[src/rtl/ptrAddrPkg.sv]
package ptrAddrPkg;

  localparam int NUM_PTR = 2;
  localparam int SEL_W   = (NUM_PTR > 1) ? $clog2(NUM_PTR) : 1;

  // Post-modify codes as they appear on the access port
  typedef enum logic [2:0] {
    MODE_HOLD     = 3'd0,
    MODE_INC      = 3'd1,
    MODE_DEC      = 3'd2,
    MODE_INC_WRAP = 3'd3,
    MODE_DEC_WRAP = 3'd4
  } stepMode_t;

  typedef enum logic [1:0] {
    DIR_NONE = 2'd0,
    DIR_UP   = 2'd1,
    DIR_DOWN = 2'd2
  } stepDir_t;

  // Strobes from control to datapath
  typedef struct packed {
    logic [NUM_PTR-1:0] ptrLd;
    logic [NUM_PTR-1:0] ptrUpd;
    logic [NUM_PTR-1:0] modLd;
    stepDir_t           dir;
    logic               wrapOn;
    logic [SEL_W-1:0]   rdSel;
  } strobe_t;

endpackage

[src/rtl/ptrAddrCtrl.sv]
module ptrAddrCtrl
  import ptrAddrPkg::*;
(
  input  logic             ldPtrEn,
  input  logic [SEL_W-1:0] ldPtrSel,
  input  logic             ldModEn,
  input  logic [SEL_W-1:0] ldModSel,
  input  logic             accEn,
  input  logic [SEL_W-1:0] accSel,
  input  logic [2:0]       accMode,
  output strobe_t          strb
);

  stepDir_t stepDir;
  logic     stepWrap;

  // Mode decode: unknown codes fall back to hold
  always_comb begin
    stepDir  = DIR_NONE;
    stepWrap = 1'b0;
    case (accMode)
      MODE_INC:      begin stepDir = DIR_UP;   stepWrap = 1'b0; end
      MODE_DEC:      begin stepDir = DIR_DOWN; stepWrap = 1'b0; end
      MODE_INC_WRAP: begin stepDir = DIR_UP;   stepWrap = 1'b1; end
      MODE_DEC_WRAP: begin stepDir = DIR_DOWN; stepWrap = 1'b1; end
      default:       begin stepDir = DIR_NONE; stepWrap = 1'b0; end
    endcase
  end

  logic [NUM_PTR-1:0] ptrLdVec;
  logic [NUM_PTR-1:0] ptrUpdVec;
  logic [NUM_PTR-1:0] modLdVec;

  for (genvar k = 0; k < NUM_PTR; k++) begin : g_sel
    assign ptrLdVec[k]  = ldPtrEn && (ldPtrSel == SEL_W'(k));
    assign modLdVec[k]  = ldModEn && (ldModSel == SEL_W'(k));
    // a load to the same pointer overrides the step
    assign ptrUpdVec[k] = accEn && (accSel == SEL_W'(k)) &&
                          (stepDir != DIR_NONE) && !ptrLdVec[k];
  end

  always_comb begin
    strb.ptrLd  = ptrLdVec;
    strb.ptrUpd = ptrUpdVec;
    strb.modLd  = modLdVec;
    strb.dir    = stepDir;
    strb.wrapOn = stepWrap;
    strb.rdSel  = accSel;
  end

endmodule

[src/rtl/ptrAddrPath.sv]
module ptrAddrPath
  import ptrAddrPkg::*;
#(
  parameter int ADDR_W = 8
) (
  input  logic                             clk,
  input  logic                             rstN,
  input  strobe_t                          strb,
  input  logic [ADDR_W-1:0]                ldPtrVal,
  input  logic [ADDR_W-1:0]                ldModVal,
  output logic [ADDR_W-1:0]                addrOut,
  output logic [NUM_PTR-1:0][ADDR_W-1:0]   ptrView,
  output logic [NUM_PTR-1:0][ADDR_W-1:0]   modView
);

  localparam logic [ADDR_W-1:0] ZERO = '0;
  localparam logic [ADDR_W-1:0] ONE  = ADDR_W'(1);

  // Next pointer value; a zero modulus makes lim-1 all ones,
  // which is the same as a plain full-range wrap
  function automatic logic [ADDR_W-1:0] stepNext(
    input logic [ADDR_W-1:0] cur,
    input logic [ADDR_W-1:0] lim,
    input stepDir_t          dir,
    input logic              wrap
  );
    logic [ADDR_W-1:0] topVal;
    topVal = lim - ONE;
    case (dir)
      DIR_UP:   stepNext = (wrap && cur == topVal) ? ZERO : cur + ONE;
      DIR_DOWN: stepNext = (wrap && cur == ZERO) ? topVal : cur - ONE;
      default:  stepNext = cur;
    endcase
  endfunction

  logic [NUM_PTR-1:0][ADDR_W-1:0] ptrQ;
  logic [NUM_PTR-1:0][ADDR_W-1:0] modQ;

  for (genvar k = 0; k < NUM_PTR; k++) begin : g_reg
    logic [ADDR_W-1:0] stepVal;

    assign stepVal = stepNext(ptrQ[k], modQ[k], strb.dir, strb.wrapOn);

    always_ff @(posedge clk) begin
      if (!rstN)               ptrQ[k] <= '0;
      else if (strb.ptrLd[k])  ptrQ[k] <= ldPtrVal;
      else if (strb.ptrUpd[k]) ptrQ[k] <= stepVal;
    end

    always_ff @(posedge clk) begin
      if (!rstN)              modQ[k] <= '0;
      else if (strb.modLd[k]) modQ[k] <= ldModVal;
    end
  end

  assign addrOut = ptrQ[strb.rdSel];
  assign ptrView = ptrQ;
  assign modView = modQ;

endmodule

[src/rtl/ptrAddrUnit.sv]
module ptrAddrUnit
  import ptrAddrPkg::*;
#(
  parameter int ADDR_W = 8
) (
  input  logic              clk,
  input  logic              rstN,
  input  logic              ldPtrEn,
  input  logic [SEL_W-1:0]  ldPtrSel,
  input  logic [ADDR_W-1:0] ldPtrVal,
  input  logic              ldModEn,
  input  logic [SEL_W-1:0]  ldModSel,
  input  logic [ADDR_W-1:0] ldModVal,
  input  logic              accEn,
  input  logic [SEL_W-1:0]  accSel,
  input  logic [2:0]        accMode,
  output logic [ADDR_W-1:0] addrOut
);

  strobe_t                        strb;
  logic [NUM_PTR-1:0][ADDR_W-1:0] ptrView;
  logic [NUM_PTR-1:0][ADDR_W-1:0] modView;

  ptrAddrCtrl i_ctrl (
    .ldPtrEn  (ldPtrEn),
    .ldPtrSel (ldPtrSel),
    .ldModEn  (ldModEn),
    .ldModSel (ldModSel),
    .accEn    (accEn),
    .accSel   (accSel),
    .accMode  (accMode),
    .strb     (strb)
  );

  ptrAddrPath #(.ADDR_W(ADDR_W)) i_path (
    .clk      (clk),
    .rstN     (rstN),
    .strb     (strb),
    .ldPtrVal (ldPtrVal),
    .ldModVal (ldModVal),
    .addrOut  (addrOut),
    .ptrView  (ptrView),
    .modView  (modView)
  );

endmodule

[config.mk]
export PLATFORM = sky130hd
export DESIGN_NAME = ptrAddrUnit
export DESIGN_NICKNAME = d
export VERILOG_FILES = /design/src/rtl/ptrAddrPkg.sv /design/src/rtl/ptrAddrCtrl.sv /design/src/rtl/ptrAddrPath.sv /design/src/rtl/ptrAddrUnit.sv
export SDC_FILE = /design/constraint.sdc
export NUM_CORES = 1
export LEC_CHECK = 0
export BUFFER_PORTS_ARGS = -buffer_cell sky130_fd_sc_hd__buf_2
export CAP_MARGIN = 0
export CORE_ASPECT_RATIO = 0.8
export CORE_MARGIN = 2
export CORE_UTILIZATION = 36
export DETAILED_ROUTE_END_ITERATION = 10
export SLEW_MARGIN = 20
export SYNTH_ARGS = -nofsm -noshare
export SYNTH_HDL_FRONTEND = slang
export SYNTH_HIERARCHICAL = 1
export SYNTH_SLANG_ARGS = --single-unit
[constraint.sdc]
create_clock -name clk -period 2.4 [get_ports clk]
set_input_delay 0.24 -clock clk [delete_from_list [all_inputs] [get_ports clk]]
set_output_delay 0.24 -clock clk [all_outputs]
set_load 0.02 [all_outputs]
==> results.json <==
{
  "cp-start-kind": "flip-flop",
  "drive_gt1_frac": 0.269,
  "synth.avg_cell_area_um2": 8.24,
  "dieArea_um2": 9230,
  "initial_core_util": 0.377,
  "setup_viol": 0,
  "ys_types": 75,
  "hp-class": "in -> reg",
  "async_flop_share": 0,
  "cp.arrival_ns": 2.52,
  "core_area_um2": 8090,
  "ctsLongestPathBuffers": 2,
  "path_max_fanout": 3,
  "synthesis.area_um2": 3050,
  "synth_area_leader_cell": "dfxtp_1",
  "power_density_nw_per_um2": 498,
  "nNetsFinal": 459,
  "ioPinCount": 35,
  "synth_cells": 370,
  "synth-seq-cells": 32,
  "wl_um": 9440,
  "cts_made_buffers": 5,
  "setup_tns_ns": 0,
  "peakVddDrop_mv": 0.229,
  "antenna_found_initial": 0,
  "p_total_mw": 1.84,
  "insertion_delay_ns": 0.30,
  "clock_skew_ns": 0.00743,
  "synthToLayoutAreaGrowth_pct": 21.1,
  "clk_pin_slew_ns": 0.09,
  "drcViolationCount": 0,
  "grt_usage": 0.210,
  "p_leak_nw": 1.52,
  "placementRows": 29,
  "cts-htree-levels": 2,
  "cap_violations": 0,
  "synthesis.nets": 403,
  "die_w_um": 107,
  "drv_slew": 0,
  "dpl_cell_area_um2": 3540,
  "grt_start_max_net_pins": 31,
  "via_count": 3064,
  "tritoncts": "done",
  "dr.pass1.iters": 5,
  "synth_ff_type": "dfxtp_1",
  "wl_per_cell_um": 17.7,
  "overflow": 0,
  "max_slew_margin": 0.490,
  "max_slew.worst_pin.slew_ns": 0.765,
  "grt_pass1_wl_um": 15200,
  "ctsRootBufferMaster": "clkbuf_8",
  "synth.area.top_cells": "dfxtp_1 (21%), xnor2_1 (6.6%), mux2i_1 (6.6%), xor2_1 (4.3%), nor2b_1 (3.9%)",
  "outcome": "completed",
  "min_period_ns": 2.29,
  "grt_pass1_vias": 2843,
  "postRouteAntennaNets": 0,
  "drtIter0Drc": 241,
  "required_ns": 2.63,
  "fmax_mhz": 437,
  "fin_area_um2": 3690,
  "diodes": 0,
  "hold_viol": 0,
  "avgViaCountPerCell": 5.73,
  "synth-edff-count": 0,
  "ys_seq_area_frac": 0.210,
  "synth_top_area_frac": 0.210,
  "routabilityCongestion": 0.919,
  "place.port_buffers": 34,
  "end_kind": "flip-flop",
  "clkSinkCount": 32,
  "finalCritPeriodShare": 0.953,
  "ys.warnings.count": 6,
  "worstSetupPathType": "reg -> reg",
  "hpwl_um": 7150,
  "die_h_um": 86.3
}
-- repair_timing --
action                     4_1_cts  5_1_grt
hold buffers                     0        0
setup endpoints to repair        0       10
resized for setup                0       10
buffers inserted                 0        1
-- flip-flops by register name (all words and copies together), names as in the netlist --
signal and count:
i_path/ptrView 16, i_path/modView 16
-- placed cells by master (no fill, tap or decap), types with 3 or more instances in the layout --
cell,n
nor3_1,9
xnor3_1,3
ha_1,5
xor2_1,15
a31oi_1,6
xnor2_1,21
a2111oi_0,3
nand4_1,4
nor2b_1,19
buf_2,34
buf_4,44
nand3_1,16
inv_1,15
nor4_4,3
clkbuf_8,5
a32o_1,4
nand2_1,29
mux2_2,6
o22ai_1,3
nor3b_2,4
mux2i_1,20
o21ai_0,17
or3_1,3
nor2_1,12
dfxtp_1,32
a221oi_1,4
a21oi_1,20
xor3_1,3
-- synthesized netlist by cell type, drive strengths merged (3+ instances only) --
cell type and count:
o21ai 17, nand4 4, a21oi 20, nor2b 19, buf 6, xnor3 3, and2 3, a221oi 4
or4 3, clkbuf 23, a32o 4, and3 3, a2111oi 5, nor2 12, dfxtp 32, ha 6
a21boi 3, nor3b 5, xor2 15, a31oi 6, or3 4, nor4 5, xor3 3, nand3 16
nand2 29, mux2i 20, nor3 10, mux2 6, inv 15, xnor2 23, o22ai 3
-- where the power goes --
| group | internal, mW | switching, mW | total (mW) | leakage (nW) |
|---|---|---|---|---|
| Clock | 0.206 | 0.254 | 0.459 | 0.0404 |
| Combinational | 0.361 | 0.394 | 0.754 | 1.22 |
| Sequential | 0.566 | 0.0573 | 0.623 | 0.262 |
| Total | 1.13 | 0.704 | 1.84 | 1.52 |
-- worst paths after layout --
check | start | end | slack, ns | depth (start not counted)
worst max-delay path | i_path/ptrView[8]$_SDFFE_PN0P_ | i_path/ptrView[12]$_SDFFE_PN0P_ | 0.11 | 9
worst min-delay path | ldModVal[7] | i_path/modView[15]$_SDFFE_PN0P_ | 0.21 | 3
worst max register to register | i_path/ptrView[8]$_SDFFE_PN0P_ | i_path/ptrView[12]$_SDFFE_PN0P_ | 0.11 | 9
worst min register to register | i_path/modView[14]$_SDFFE_PN0P_ | i_path/modView[14]$_SDFFE_PN0P_ | 0.59 | 2
-- worst max-delay path, stage by stage, from the launching register on --
cell and delay, ns:
dfxtp_1 0.32, inv_1 0.07, ha_1 0.22, inv_1 0.06, or3_2 0.41, xor2_1 0.15, a2111oi_1 0.58, buf_4 0.20
a211oi_1 0.04, a21oi_1 0.15
-- stage by stage --
step | instances | utilization | setup slack [ns] | hold WS (ns)
floorplan | 370 | - | 0.0567 | 0.410
global placement | 526 | 0.437 | -0.0534 | 0.517
detailed placement | 526 | 0.437 | -0.0833 | 0.520
CTS | 534 | 0.449 | 0.0161 | 0.207
global route | 535 | 0.456 | -0.0329 | 0.227
finish | 535 | 0.456 | 0.113 | 0.212
-- logic make-up (layout without fill, tap and decap cells) --
logic type / after synthesis / after routing / synth area share
AO/OA/AOI/OAI: 96 / 96 / 0.226
adder cells (fa/ha/maj): 6 / 6 / 0.0246
XOR/XNOR: 44 / 44 / 0.155
flip-flops: 32 / 32 / 0.210
buffers and inverters: 45 / 102 / 0.0652
multiplexers: 26 / 26 / 0.0878
AND/OR/NAND/NOR: 121 / 121 / 0.231
-- routing by layer --
metal,GRT usage,vias up,wire [um]
met3,0.0368,22,797
met2,0.310,142,4040
met1,0.311,1430,4430
li1,-,1470,-
met4,0.0649,0,174
met5,0,-,0
-- final cells by class --
class / instances / area [um^2]
inverters: 16 / 60.1
repair buffers: 78 / 500
clock inverters: 3 / 23.8
flip-flops and latches: 32 / 641
clock buffers: 5 / 68.8
well taps: 108 / 135
multi-input cells: 293 / 2260
fillers: 813 / 4400
Note: power is estimated with default switching activity, not from simulation.
